[config.mk]
export PLATFORM = sky130hd
export DESIGN_NAME = subcycle_timer
export DESIGN_NICKNAME = d
export VERILOG_FILES = /design/src/rtl/tmg_pkg.sv /design/src/rtl/tmg_phase_edge.sv /design/src/rtl/tmg_ring.sv /design/src/rtl/tmg_sync_mark.sv /design/src/rtl/subcycle_timer.sv
export SDC_FILE = /design/constraint.sdc
export NUM_CORES = 1
export LEC_CHECK = 0
export BUFFER_PORTS_ARGS = -buffer_cell sky130_fd_sc_hd__buf_2
export CAP_MARGIN = 10
export CORE_AREA = 2 2 39 41
export DETAILED_ROUTE_END_ITERATION = 7
export DIE_AREA = 0 0 41 43
export PLACE_DENSITY = 0.62
export RECOVER_POWER = 25
export SETUP_SLACK_MARGIN = 0.5
export SLEW_MARGIN = 20
export SYNTH_ARGS = -nofsm -noshare
export SYNTH_HDL_FRONTEND = slang
export SYNTH_SLANG_ARGS = --single-unit
[constraint.sdc]
create_clock -name clk -period 4.97 [get_ports clk]
set_input_delay 0.994 -clock clk [delete_from_list [all_inputs] [get_ports clk]]
set_output_delay 0.994 -clock clk [all_outputs]
set_load 0.02 [all_outputs]
[src/rtl/tmg_pkg.sv]
package tmg_pkg;
  // Number of subcycles in one instruction cycle.
  localparam int unsigned SUBCYCLES_DEF = 8;
  // Subcycle during which the boundary marker is raised.
  localparam int unsigned SYNC_SUB_DEF  = SUBCYCLES_DEF - 1;

  // Index that follows idx in a ring of n positions.
  function automatic int unsigned ring_next_index(input int unsigned idx,
                                                  input int unsigned n);
    return (idx + 1 == n) ? 0 : idx + 1;
  endfunction
endpackage

[src/rtl/tmg_phase_edge.sv]
module tmg_phase_edge (
  input  logic clk,
  input  logic rst,
  input  logic ph1,
  input  logic ph2,
  output logic step
);
  logic ph1_seen_q;

  // Tracks the previous sample even in reset, so a pulse that spans reset release is not counted.
  always_ff @(posedge clk) begin
    ph1_seen_q <= ph1;
  end

  logic ph1_rise;
  assign ph1_rise = ph1 & ~ph1_seen_q;
  assign step     = ph1_rise & ~ph2;

  AST_ONE_STEP_PER_PULSE: assert property (@(posedge clk) disable iff (rst)
    step |=> !step);
  AST_OVERLAP_BLOCKS: assert property (@(posedge clk) disable iff (rst)
    ph2 |-> !step);
endmodule

[src/rtl/tmg_ring.sv]
module tmg_ring #(
  parameter int unsigned N = 8
) (
  input  logic         clk,
  input  logic         rst,
  input  logic         step,
  output logic [N-1:0] state
);
  localparam int unsigned LAST = N - 1;

  function automatic logic is_onehot(input logic [N-1:0] v);
    int unsigned cnt;
    cnt = 0;
    for (int i = 0; i < N; i++) cnt += v[i] ? 1 : 0;
    return cnt == 1;
  endfunction

  function automatic logic [N-1:0] rotate_up(input logic [N-1:0] v);
    return {v[N-2:0], v[N-1]};
  endfunction

  logic         legal;
  logic [N-1:0] next_state;

  assign legal      = is_onehot(state);
  assign next_state = legal ? rotate_up(state) : {{(N-1){1'b0}}, 1'b1};

  always_ff @(posedge clk) begin
    if (rst)       state <= '0;
    else if (step) state <= next_state;
  end

  AST_RESET_CLEARS: assert property (@(posedge clk)
    rst |=> (state == '0));
  AST_REPAIR_TO_ZERO: assert property (@(posedge clk) disable iff (rst)
    (step && $countones(state) != 1) |=> state[0]);
  AST_WRAP: assert property (@(posedge clk) disable iff (rst)
    (step && state[LAST]) |=> state[0]);
  AST_ADVANCE_LOW: assert property (@(posedge clk) disable iff (rst)
    (step && state[0]) |=> state[1]);
  AST_HOLD: assert property (@(posedge clk) disable iff (rst)
    !step |=> $stable(state));
  AST_ONEHOT_AFTER_STEP: assert property (@(posedge clk) disable iff (rst)
    step |=> ($countones(state) == 1));
endmodule

[src/rtl/tmg_sync_mark.sv]
module tmg_sync_mark #(
  parameter int unsigned N        = 8,
  parameter int unsigned SYNC_SUB = N - 1
) (
  input  logic         clk,
  input  logic         rst,
  input  logic [N-1:0] state,
  output logic         sync
);
  generate
    if (SYNC_SUB < N) begin : g_mark
      assign sync = state[SYNC_SUB];
    end else begin : g_none
      assign sync = 1'b0;
    end
  endgenerate

  AST_SYNC_AFTER_RESET: assert property (@(posedge clk)
    rst |=> !sync);
  AST_SYNC_ONEHOT_PEER: assert property (@(posedge clk) disable iff (rst)
    sync |-> ($countones(state) == 1));
endmodule

[src/rtl/subcycle_timer.sv]
module subcycle_timer #(
  parameter int unsigned SUBCYCLES = tmg_pkg::SUBCYCLES_DEF,
  parameter int unsigned SYNC_SUB  = SUBCYCLES - 1
) (
  input  logic                 clk,
  input  logic                 rst,
  input  logic                 ph1_i,
  input  logic                 ph2_i,
  output logic [SUBCYCLES-1:0] subcycle_o,
  output logic                 sync_o
);
  logic step;

  tmg_phase_edge u_edge (
    .clk  (clk),
    .rst  (rst),
    .ph1  (ph1_i),
    .ph2  (ph2_i),
    .step (step)
  );

  tmg_ring #(.N(SUBCYCLES)) u_ring (
    .clk   (clk),
    .rst   (rst),
    .step  (step),
    .state (subcycle_o)
  );

  tmg_sync_mark #(.N(SUBCYCLES), .SYNC_SUB(SYNC_SUB)) u_sync (
    .clk   (clk),
    .rst   (rst),
    .state (subcycle_o),
    .sync  (sync_o)
  );

  AST_SYNC_ROSE_ON_STEP: assert property (@(posedge clk) disable iff (rst)
    $rose(sync_o) |-> $past(step));
  AST_OUT_STABLE_NO_STEP: assert property (@(posedge clk) disable iff (rst)
    !step |=> $stable(sync_o));
endmodule

==> impl_table.tex, run 1 <==
\begin{tabular}{lr}
\hline
Metric & Value \\
\hline
\multicolumn{2}{l}{\textbf{Outcome}} \\
\quad Result of the run & finished clean \\
\multicolumn{2}{l}{\textbf{Route}} \\
\quad Post-detailed-route count of antenna-violating nets & 0 \\
\quad First-pass iteration count of the detailed router & 2 \\
\quad Initial detailed-routing violation count & 1 \\
\quad DRT Wirelength & 944 um \\
\quad Drt via density & 4.85 \\
\quad Remaining routing DRC violations & 0 \\
\quad Vias post-DR & 412 \\
\quad Routed length per placed instance & 11.1 um \\
\multicolumn{2}{l}{\textbf{Place}} \\
\quad Placed insts & 81 \\
\quad Count of buffers from port buffering & 12 \\
\quad DP Wirelength & 738 um \\
\quad Placer Congestion & 0.742 \\
\multicolumn{2}{l}{\textbf{Layout}} \\
\quad Area grow syn2layout & 16.8\% \\
\quad Post-route insts no fill & 85 \\
\quad Number of filler instances in the final layout & 150 \\
\quad Layout Utilization & 0.453 \\
\quad Fraction of layout instances using a drive strength above 1 & 0.232 \\
\quad Nets & 81 \\
\quad Number of antenna repair diodes & 0 \\
\multicolumn{2}{l}{\textbf{STA}} \\
\quad Number of hold-slack violations in the final timing report & 0 \\
\quad Endpoints failing setup & 0 \\
\quad Total negative slack & 0 ns \\
\quad Measured slew at the worst slew-check pin & 0.656 ns \\
\quad Max-slew violation count & 0 \\
\quad Final worst path period need & 3.44 ns \\
\quad RSZ-0062 raised after global routing & false \\
\quad Post-Route Hold Slack & 0.519 ns \\
\quad Rel. slew slack & 0.562 \\
\quad Fmax & 291 MHz \\
\quad Share of the cycle needed by the critical path after routing & 0.692 \\
\quad Setup Skew & 0.00314 ns \\
\multicolumn{2}{l}{\textbf{Synthesis}} \\
\quad Post-synth net total & 66 \\
\quad Post-Syn Instances & 55 \\
\quad Flops \& latches, synth & 9 \\
\quad Portion of the post-synthesis area used by sequential elements & 0.336 \\
\quad Yosys cell types & 18 \\
\quad Main area contributors after synthesis & sky130\_fd\_sc\_hd\_\_dfxtp\_1 (34\%), sky130\_fd\_sc\_hd\_\_fa\_1 (15\%), sky130\_fd\_sc\_hd\_\_inv\_1 (10\%), sky130\_fd\_sc\_hd\_\_o32ai\_1 (9.8\%), sky130\_fd\_sc\_hd\_\_ha\_1 (7.0\%) \\
\quad Library cell with the largest summed area after synthesis & sky130\_fd\_sc\_hd\_\_dfxtp\_1 \\
\quad Mean cell area of the mapped netlist & 9.76 sq um \\
\quad Ys Warns & 0 \\
\quad Most frequent cell after synthesis & sky130\_fd\_sc\_hd\_\_inv\_1 \\
\quad Post-synthesis cell area & 537 sq um \\
\quad Synth cell count leaders & sky130\_fd\_sc\_hd\_\_inv\_1 (15), sky130\_fd\_sc\_hd\_\_dfxtp\_1 (9), sky130\_fd\_sc\_hd\_\_o32ai\_1 (6), sky130\_fd\_sc\_hd\_\_or3\_1 (6), sky130\_fd\_sc\_hd\_\_fa\_1 (4) \\
\quad Share of async-settable or async-resettable flops after synthesis & 0 \\
\quad Number of synthesized flops with an enable pin & 0 \\
\quad Portion of synthesized cell area occupied by the leading cell type & 0.336 \\
\quad Most instantiated flip-flop cell in the synthesis netlist & sky130\_fd\_sc\_hd\_\_dfxtp\_1 \\
\multicolumn{2}{l}{\textbf{Critical path}} \\
\quad Startpoint of the most critical register-to-register path & u\_ring.state[0] \\
\quad Critical path required time & 5.12 ns \\
\quad Worst reg-to-reg setup slack & 1.53 ns \\
\quad Largest fanout on the critical path & 8 \\
\quad R2r endpoint & u\_ring.state[0] \\
\quad Type of the worst setup path & reg -> reg \\
\quad R2R cell count & 10 \\
\quad Kind of launch point of the worst setup path & register \\
\quad Capturing element of the worst setup path & u\_ring.state[0] \\
\quad Worst setup path startpoint & u\_ring.state[0] \\
\quad Data arrival time of the critical path & 3.59 ns \\
\quad Critical Path Sink Type & register \\
\multicolumn{2}{l}{\textbf{Clock tree}} \\
\quad Sink Count & 9 \\
\quad Clock transition time at the flip-flop clock pins of the worst setup and hold paths & 0.06 ns \\
\quad Hold-fix buffers, CTS & 0 \\
\quad Cell at the root of the clock tree & sky130\_fd\_sc\_hd\_\_clkbuf\_4 \\
\quad \# Post-CTS Setup Buffers & 0 \\
\quad Clock latency of the later-clocked register in the worst-skew pair & 0.26 ns \\
\quad Clock tree from TritonCTS & done \\
\quad Number of buffers added by the clock tree synthesis step & 3 \\
\quad Maximum clock path buffer count & 2 \\
\quad Post-cts sizing count & 0 \\
\quad CTS H-tree depth & 1 \\
\multicolumn{2}{l}{\textbf{Worst hold path}} \\
\quad Path type of the worst min-delay path & reg -> reg \\
\multicolumn{2}{l}{\textbf{Floorplanning}} \\
\quad Ports & 13 \\
\quad Die Y & 43 um \\
\quad Die width & 41 um \\
\quad Number of core rows & 14 \\
\quad Core region area & 0.00138 sq mm \\
\quad Starting utilization of the core area & 0.388 \\
\quad Die Area & 0.00176 sq mm \\
\multicolumn{2}{l}{\textbf{Global routing}} \\
\quad Global-route wire length before repair & 1.61 mm \\
\quad Total routing resource utilization after global routing & 0.144 \\
\quad Maximum number of pins on one net before global-route repair & 15 \\
\quad Number of global-route vias before repair & 380 \\
\quad Overall overflow remaining after global route & 0 \\
\quad Number of antenna violations at the first check in global routing & 0 \\
\multicolumn{2}{l}{\textbf{Pwr}} \\
\quad Power density normalized to cell area & 223 mW/mm\^{}2 \\
\quad Highest ir drop seen on vdd & 120 uV \\
\quad P\_leak & 0.247 nW \\
\multicolumn{2}{l}{\textbf{Job}} \\
\quad Count of max-cap constraint violations & 0 \\
\hline
\end{tabular}
-- cells by family after synthesis --
kind of cell | Yosys count | share of synthesized area
fa+ha+maj | 7 | 0.219
compound gates | 11 | 0.168
simple gates | 10 | 0.140
buf+inv | 18 | 0.138
flops | 9 | 0.336
-- through the flow --
| step | setup slack [ns] | power, mW | cell area, sq um |
|---|---|---|---|
| global route | 1.35 | 0.148 | 627 |
| floorplan | 1.62 | 0.0820 | 537 |
| global placement | 1.59 | 0.0854 | 606 |
| detailed placement | 1.57 | 0.0854 | 606 |
| finish | 1.53 | 0.139 | 627 |
| CTS | 1.55 | 0.142 | 632 |
-- layout make-up --
class	count	area [sq um]	share of cell area
tap	16	20.0	0.0319
timing repair buffer	12	55.1	0.0878
multi-input combinational	28	283	0.451
inverter	16	62.6	0.0998
clock buffer	4	26.3	0.0419
sequential	9	180	0.287
-- layer usage --
| metal | global-route usage | vias to the layer above | routed length, um |
|---|---|---|---|
| li1 | - | 217 | - |
| met1 | 0.196 | 183 | 456 |
| met2 | 0.184 | 10 | 415 |
| met3 | 0.0942 | 2 | 68 |
| met4 | 0.0400 | 0 | 4 |
| met5 | 0 | - | 0 |
-- worst min-delay path by stage --
stage	startpoint	end	cells past startpoint
after floorplan	u_ring.state[2]	u_ring.state[2]	2
after global placement	u_ring.state[2]	u_ring.state[2]	2
after detailed placement	u_ring.state[2]	u_ring.state[2]	2
after CTS	u_ring.state[2]	u_ring.state[2]	2
after global routing	u_ring.state[2]	u_ring.state[2]	2
final	u_ring.state[2]	u_ring.state[2]	2
-- sequential cells by signal (all words and copies together) (netlist names) --
register,count
u_edge.ph1_seen_q,1
u_ring.state,8
-- report_power, final --
part / total [mW] / leakage (nW) / internal [mW] / switching [mW]
sequential: 0.0735 / 0.0730 / 0.0730 / 0.000503
clock: 0.0557 / 0.0150 / 0.0309 / 0.0248
combinational: 0.0102 / 0.159 / 0.00362 / 0.00658
-- cells in the final DEF (no fill, tap or decap), drive strengths merged, types with 3 or more instances in the layout --
cell type | netlist | final
fa | 4 | 4
or3 | 6 | 6
clkbuf | 1 | 8
ha | 3 | 3
buf | 1 | 8
o32ai | 6 | 6
dfxtp | 9 | 9
inv | 16 | 16
-- critical path, stage by stage (launching register included) --
cell and delay (ns):
sky130_fd_sc_hd__dfxtp_1 0.32, sky130_fd_sc_hd__inv_1 0.08, sky130_fd_sc_hd__fa_1 0.55, sky130_fd_sc_hd__fa_1 0.43, sky130_fd_sc_hd__fa_1 0.45, sky130_fd_sc_hd__inv_1 0.07, sky130_fd_sc_hd__ha_1 0.15, sky130_fd_sc_hd__inv_1 0.06
sky130_fd_sc_hd__fa_1 0.49, sky130_fd_sc_hd__o2111ai_1 0.33, sky130_fd_sc_hd__o31a_2 0.40
No activity file was read; power rests on OpenSTA's default activity.
==> run 2, diff against run 1 <==
--- a/config.mk
+++ b/config.mk
@@ -10,7 +10,7 @@
 export CORE_AREA = 2 2 39 41
 export DETAILED_ROUTE_END_ITERATION = 7
 export DIE_AREA = 0 0 41 43
-export PLACE_DENSITY = 0.62
+export PLACE_DENSITY = 0.64
 export RECOVER_POWER = 25
 export SETUP_SLACK_MARGIN = 0.5
 export SLEW_MARGIN = 20
==> constraint.sdc (replaced) <==
create_clock -name clk -period 2.9 [get_ports clk]
set_input_delay 0.58 -clock clk [delete_from_list [all_inputs] [get_ports clk]]
set_output_delay 0.58 -clock clk [all_outputs]
set_load 0.02 [all_outputs]
==> impl_table.tex, run 2 (synthesis gave the netlist of run 1 again) <==
\begin{tabular}{lr}
\hline
Metric & Value \\
\hline
\multicolumn{2}{l}{\textbf{Critical path}} \\
\quad Worst reg-to-reg setup slack & -0.20 ns \\
\quad Type of the worst setup path & reg -> reg \\
\quad Kind of launch point of the worst setup path & register \\
\quad Crit path cell chain & inv\_2 > fa\_1 > fa\_1 > fa\_1 > inv\_2 > ha\_4 > inv\_2 > fa\_2 > o2111ai\_4 > o31a\_2 \\
\quad Data arrival time of the critical path & 3.24 ns \\
\quad Largest fanout on the critical path & 2 \\
\quad R2r endpoint & u\_ring.state[0] \\
\quad Critical path required time & 3.04 ns \\
\quad Startpoint of the most critical register-to-register path & u\_ring.state[0] \\
\quad R2R cell count & 10 \\
\quad Critical Path Sink Type & register \\
\quad Worst-path cell with the longest stage delay & sky130\_fd\_sc\_hd\_\_fa\_1 \\
\quad Delay contributed by the slowest stage of the critical path & 0.55 ns \\
\multicolumn{2}{l}{\textbf{Layout}} \\
\quad Layout Utilization & 0.552 \\
\quad Most frequent cells in the layout & sky130\_fd\_sc\_hd\_\_buf\_2 (12), sky130\_fd\_sc\_hd\_\_inv\_1 (11), sky130\_fd\_sc\_hd\_\_or3\_1 (6), sky130\_fd\_sc\_hd\_\_dfxtp\_1 (6), sky130\_fd\_sc\_hd\_\_o32ai\_2 (5) \\
\quad Post-route insts no fill & 90 \\
\quad Largest registers & u\_ring.state (8), u\_edge.ph1\_seen\_q (1) \\
\quad Area grow syn2layout & 42.2\% \\
\quad Fraction of layout instances using a drive strength above 1 & 0.568 \\
\quad Flip-flop count of the largest register, all copies and words added & 8 \\
\quad Commonest non-fill, non-tap cell in the layout & sky130\_fd\_sc\_hd\_\_buf\_2 \\
\quad Nets & 86 \\
\quad Number of antenna repair diodes & 0 \\
\quad Top register by number of flip-flops & u\_ring.state \\
\multicolumn{2}{l}{\textbf{Outcome}} \\
\quad Result of the run & finished, violations left \\
\quad Failing checks & negative setup slack \\
\multicolumn{2}{l}{\textbf{Place}} \\
\quad Count of buffers from port buffering & 12 \\
\quad Placer Congestion & 0.746 \\
\quad Placed insts & 86 \\
\quad Setup slack after placement & -0.239 ns \\
\quad DP Wirelength & 767 um \\
\multicolumn{2}{l}{\textbf{Clock tree}} \\
\quad Sink Count & 9 \\
\quad Cell at the root of the clock tree & sky130\_fd\_sc\_hd\_\_clkbuf\_4 \\
\quad Maximum clock path buffer count & 2 \\
\quad Clock tree from TritonCTS & done \\
\quad Clock transition time at the flip-flop clock pins of the worst setup and hold paths & 0.06 ns \\
\quad Clock latency of the later-clocked register in the worst-skew pair & 0.26 ns \\
\quad CTS H-tree depth & 1 \\
\quad Number of buffers added by the clock tree synthesis step & 3 \\
\quad Hold-fix buffers, CTS & 0 \\
\quad \# Post-CTS Setup Buffers & 0 \\
\multicolumn{2}{l}{\textbf{Worst hold path}} \\
\quad Hold path depth & 1 \\
\quad Hold worst-path end & u\_edge.ph1\_seen\_q \\
\quad Min-Delay Startpoint & ph1\_i \\
\quad Path type of the worst min-delay path & in -> reg \\
\multicolumn{2}{l}{\textbf{STA}} \\
\quad Endpoints failing setup & 8 \\
\quad Share of the cycle needed by the critical path after routing & 1.07 \\
\quad Fmax & 322 MHz \\
\quad Setup Skew & 0.00245 ns \\
\quad Rel. slew slack & 0.623 \\
\quad RSZ-0062 raised after global routing & true \\
\quad Number of hold-slack violations in the final timing report & 0 \\
\quad Final worst path period need & 3.10 ns \\
\quad Crit path setup slack, layout & -0.202 ns \\
\quad Measured slew at the worst slew-check pin & 0.565 ns \\
\quad Max-slew violation count & 0 \\
\multicolumn{2}{l}{\textbf{Route}} \\
\quad Remaining routing DRC violations & 0 \\
\quad First-pass iteration count of the detailed router & 5 \\
\quad Initial detailed-routing violation count & 4 \\
\quad Drt via density & 4.98 \\
\quad Vias post-DR & 448 \\
\quad Routed length per placed instance & 11.2 um \\
\quad DRT Wirelength & 1.01 mm \\
\quad Post-detailed-route count of antenna-violating nets & 0 \\
\multicolumn{2}{l}{\textbf{Global routing}} \\
\quad Number of global-route vias before repair & 404 \\
\quad Overall overflow remaining after global route & 0 \\
\quad Total routing resource utilization after global routing & 0.142 \\
\quad Global-route wire length before repair & 1.63 mm \\
\quad Maximum number of pins on one net before global-route repair & 15 \\
\quad Number of antenna violations at the first check in global routing & 0 \\
\multicolumn{2}{l}{\textbf{Pwr}} \\
\quad Highest ir drop seen on vdd & 228 uV \\
\quad Share of total power in the clock network & 0.383 \\
\quad Sw Ratio & 0.231 \\
\quad Sum of internal, switching and leakage power & 244 uW \\
\quad Sequential fraction of design power & 0.511 \\
\quad Psw & 56.3 uW \\
\quad Internal power component & 188 uW \\
\quad Combinational cell fraction of total power & 0.106 \\
\quad Power density normalized to cell area & 320 mW/mm\^{}2 \\
\quad P\_leak & 0.303 nW \\
\multicolumn{2}{l}{\textbf{Floorplanning}} \\
\quad Ports & 13 \\
\quad Number of core rows & 14 \\
\quad Die Area & 0.00176 sq mm \\
\quad Die width & 41 um \\
\quad Starting utilization of the core area & 0.388 \\
\quad Die Y & 43 um \\
\quad Core region area & 0.00138 sq mm \\
\multicolumn{2}{l}{\textbf{Job}} \\
\quad Count of max-cap constraint violations & 0 \\
\hline
\end{tabular}
-- run 2: how the worst max path moves through the flow --
stage / slack [ns] / from / endpoint / cells after the start
2_1_floorplan: -0.24 / u_ring.state[0] / u_ring.state[0] / 10
3_3_place_gp: -0.23 / u_ring.state[0] / u_ring.state[0] / 10
3_5_place_dp: -0.24 / u_ring.state[0] / u_ring.state[0] / 10
4_1_cts: -0.25 / u_ring.state[0] / u_ring.state[0] / 10
5_1_grt: -0.32 / u_ring.state[0] / u_ring.state[0] / 10
6_report: -0.20 / u_ring.state[0] / u_ring.state[0] / 10
-- run 2: layout make-up --
type | instances | area, sq um
fillers | 123 | 621
multi-input cells | 28 | 364
flip-flops and latches | 9 | 189
repair buffers | 17 | 101
inverters | 16 | 62.6
clock buffers | 4 | 26.3
well taps | 16 | 20.0
-- run 2: worst max-delay path: cells and delay by family, from the launching register on --
| family | cells | cell delay, ns |
|---|---|---|
| compound gates | 2 | 0.41 |
| fa+ha+maj | 5 | 2.09 |
| buf+inv | 3 | 0.15 |
| flops | 1 | 0.34 |
-- run 2: metal layers --
layer	wire length, um	global-route usage
met5	0	0
met4	0	0.0400
met3	47	0.0942
met2	504	0.200
met1	453	0.172
-- run 2: per-stage QoR --
step	cell area, sq um	hold WS (ns)	TNS [ns]
detailed placement	672	0.520	-1.62
finish	763	0.438	-1.09
floorplan	566	0.579	-0.476
global route	763	0.418	-2.10
global placement	672	0.531	-1.50
CTS	701	0.427	-1.74
-- run 2: power groups by stage --
stage / logic [mW] / clock network (mW) / registers [mW]
after floorplan: 0.0125 / 0 / 0.129
after global placement: 0.0215 / 0 / 0.128
after detailed placement: 0.0216 / 0 / 0.128
after CTS: 0.0217 / 0.0986 / 0.125
after global routing: 0.0284 / 0.107 / 0.125
final: 0.0259 / 0.0935 / 0.125
-- run 2: timing repair --
item / CTS / global route
resized for setup: 2 / 11
cloned: 0 / 0
pin swaps: 0 / 1
endpoints found under the setup margin: 8 / 8
==> run 3, diff against run 2 <==
--- a/config.mk
+++ b/config.mk
@@ -6,11 +6,12 @@
 export NUM_CORES = 1
 export LEC_CHECK = 0
 export BUFFER_PORTS_ARGS = -buffer_cell sky130_fd_sc_hd__buf_2
-export CAP_MARGIN = 10
-export CORE_AREA = 2 2 39 41
+export CAP_MARGIN = 30
+export CELL_PAD_IN_SITES_DETAIL_PLACEMENT = 1
+export CELL_PAD_IN_SITES_GLOBAL_PLACEMENT = 2
+export CORE_UTILIZATION = 27
 export DETAILED_ROUTE_END_ITERATION = 7
-export DIE_AREA = 0 0 41 43
-export PLACE_DENSITY = 0.64
+export PLACE_DENSITY = 0.69
 export RECOVER_POWER = 25
 export SETUP_SLACK_MARGIN = 0.5
 export SLEW_MARGIN = 20
==> impl_table.tex, run 3 (synthesis gave the netlist of run 1 again) <==
\begin{tabular}{lr}
\hline
Metric & Value \\
\hline
\multicolumn{2}{l}{\textbf{Global routing}} \\
\quad Number of antenna violations at the first check in global routing & 0 \\
\quad Global-route wire length before repair & 2.08 mm \\
\quad Maximum number of pins on one net before global-route repair & 15 \\
\quad Overall overflow remaining after global route & 0 \\
\quad Total routing resource utilization after global routing & 0.145 \\
\quad Number of global-route vias before repair & 429 \\
\multicolumn{2}{l}{\textbf{Critical path}} \\
\quad Worst-path cell with the longest stage delay & sky130\_fd\_sc\_hd\_\_fa\_1 \\
\quad Kind of launch point of the worst setup path & register \\
\quad Largest fanout on the critical path & 2 \\
\quad Worst reg-to-reg setup slack & -0.26 ns \\
\quad Buf/Inv on CP & 3 \\
\quad Critical Path Sink Type & register \\
\quad Crit path cell chain & inv\_4 > fa\_1 > fa\_1 > fa\_1 > inv\_1 > ha\_2 > inv\_2 > fa\_2 > o2111ai\_4 > o31a\_2 \\
\quad Critical path required time & 3.06 ns \\
\quad Family with the most delay on the worst path & adder cells \\
\quad Type of the worst setup path & reg -> reg \\
\quad Critical path's most frequent cell & sky130\_fd\_sc\_hd\_\_fa\_1 \\
\quad Data arrival time of the critical path & 3.32 ns \\
\quad Delay contributed by the slowest stage of the critical path & 0.54 ns \\
\multicolumn{2}{l}{\textbf{Clock tree}} \\
\quad CTS H-tree depth & 1 \\
\quad Sink Count & 9 \\
\quad Cell at the root of the clock tree & sky130\_fd\_sc\_hd\_\_clkbuf\_4 \\
\quad Clock transition time at the flip-flop clock pins of the worst setup and hold paths & 0.07 ns \\
\quad Hold-fix buffers, CTS & 0 \\
\quad Clock tree from TritonCTS & done \\
\quad Maximum clock path buffer count & 2 \\
\quad Number of buffers added by the clock tree synthesis step & 3 \\
\quad Clock latency of the later-clocked register in the worst-skew pair & 0.27 ns \\
\multicolumn{2}{l}{\textbf{STA}} \\
\quad Final worst path period need & 3.16 ns \\
\quad Crit path setup slack, layout & -0.257 ns \\
\quad RSZ-0062 raised after global routing & true \\
\quad Share of the cycle needed by the critical path after routing & 1.09 \\
\quad Rel. slew slack & 0.632 \\
\quad Number of hold-slack violations in the final timing report & 0 \\
\quad Fmax & 317 MHz \\
\quad Setup Skew & 0.0103 ns \\
\quad Max-slew violation count & 0 \\
\quad Total negative slack & -1.61 ns \\
\quad Endpoints failing setup & 8 \\
\quad Measured slew at the worst slew-check pin & 0.551 ns \\
\multicolumn{2}{l}{\textbf{Outcome}} \\
\quad Result of the run & finished, violations left \\
\quad Failing checks & negative setup slack \\
\multicolumn{2}{l}{\textbf{Route}} \\
\quad Remaining routing DRC violations & 0 \\
\quad Routed length per placed instance & 12.3 um \\
\quad DRT Wirelength & 1.22 mm \\
\quad Drt via density & 4.62 \\
\quad Vias post-DR & 457 \\
\quad Initial detailed-routing violation count & 0 \\
\quad First-pass iteration count of the detailed router & 1 \\
\quad Post-detailed-route count of antenna-violating nets & 0 \\
\multicolumn{2}{l}{\textbf{Layout}} \\
\quad Post-route standard cell area excluding fillers & 761 sq um \\
\quad Top register by number of flip-flops & u\_ring.state \\
\quad Commonest non-fill, non-tap cell in the layout & sky130\_fd\_sc\_hd\_\_inv\_1 \\
\quad Largest registers & u\_ring.state (8), u\_edge.ph1\_seen\_q (1) \\
\quad Fraction of layout instances using a drive strength above 1 & 0.514 \\
\quad Nets & 86 \\
\quad Flip-flop count of the largest register, all copies and words added & 8 \\
\quad Most frequent cells in the layout & sky130\_fd\_sc\_hd\_\_inv\_1 (13), sky130\_fd\_sc\_hd\_\_buf\_2 (11), sky130\_fd\_sc\_hd\_\_or3\_1 (6), sky130\_fd\_sc\_hd\_\_dfxtp\_1 (6), sky130\_fd\_sc\_hd\_\_o32ai\_2 (5) \\
\quad Area grow syn2layout & 41.7\% \\
\quad Number of antenna repair diodes & 0 \\
\multicolumn{2}{l}{\textbf{Floorplanning}} \\
\quad Number of core rows & 15 \\
\quad Core region area & 0.00180 sq mm \\
\quad Die Y & 46.6 um \\
\quad Starting utilization of the core area & 0.298 \\
\quad Die Area & 0.00217 sq mm \\
\quad Die width & 46.6 um \\
\quad Ports & 13 \\
\multicolumn{2}{l}{\textbf{Place}} \\
\quad DP Wirelength & 919 um \\
\quad Count of buffers from port buffering & 12 \\
\quad Placer Congestion & 0.698 \\
\quad Post-DP Area & 676 sq um \\
\multicolumn{2}{l}{\textbf{Pwr}} \\
\quad P\_leak & 0.299 nW \\
\quad Highest ir drop seen on vdd & 202 uV \\
\quad Power density normalized to cell area & 329 mW/mm\^{}2 \\
\multicolumn{2}{l}{\textbf{Worst hold path}} \\
\quad Path type of the worst min-delay path & in -> reg \\
\multicolumn{2}{l}{\textbf{Job}} \\
\quad Count of max-cap constraint violations & 0 \\
\hline
\end{tabular}
-- run 3: cell types whose count changed in the layout (fill, tap and decap cells not counted), sizes merged --
| cell | change |
|---|---|
| buf | -1 |
| clkbuf | +1 |
-- run 3: final timing paths --
path,startpoint,endpoint,cells after the start
max,u_ring.state[0],u_ring.state[0],10
min,ph1_i,u_edge.ph1_seen_q,1
max reg2reg,u_ring.state[0],u_ring.state[0],10
min reg2reg,u_ring.state[2],u_ring.state[2],2
-- run 3: cell type report --
class	count	area (sq um)
Fill cell	213	1040
Multi-Input combinational cell	28	349
Inverter	16	65.1
Timing Repair Buffer	17	100
Tap cell	25	31.3
Sequential cell	9	189
Clock buffer	4	26.3
-- run 3: metrics by stage --
| step | hold WS, ns | instances | setup slack, ns | power (mW) | utilization |
|---|---|---|---|---|---|
| 5_1_grt | 0.415 | 99 | -0.356 | 0.270 | 0.422 |
| 6_report | 0.439 | 99 | -0.257 | 0.250 | 0.422 |
| 2_1_floorplan | 0.579 | 55 | -0.245 | 0.141 | - |
| 4_1_cts | 0.432 | 98 | -0.253 | 0.251 | 0.390 |
| 3_5_place_dp | 0.528 | 94 | -0.233 | 0.149 | 0.375 |
| 3_3_place_gp | 0.529 | 94 | -0.215 | 0.149 | 0.375 |
-- run 3: layer usage --
metal	GRT usage	wire (um)	up-vias
li1	-	-	226
met1	0.200	557	218
met2	0.192	593	10
met3	0.0706	59	3
met4	0.0529	7	0
met5	0	0	-
-- run 3: what timing repair did --
action	in CTS	in global routing
gates resized for setup	0	10
cloned	0	0
endpoints found under the setup margin	8	8
pin swaps	0	1
setup buffers	0	1
endpoints found under the hold margin	0	0
-- run 3: power breakdown --
| part | switching [mW] | internal [mW] | total [mW] |
|---|---|---|---|
| logic | 0.0150 | 0.0111 | 0.0261 |
| registers | 0.00139 | 0.124 | 0.125 |
| clock network | 0.0461 | 0.0531 | 0.0991 |
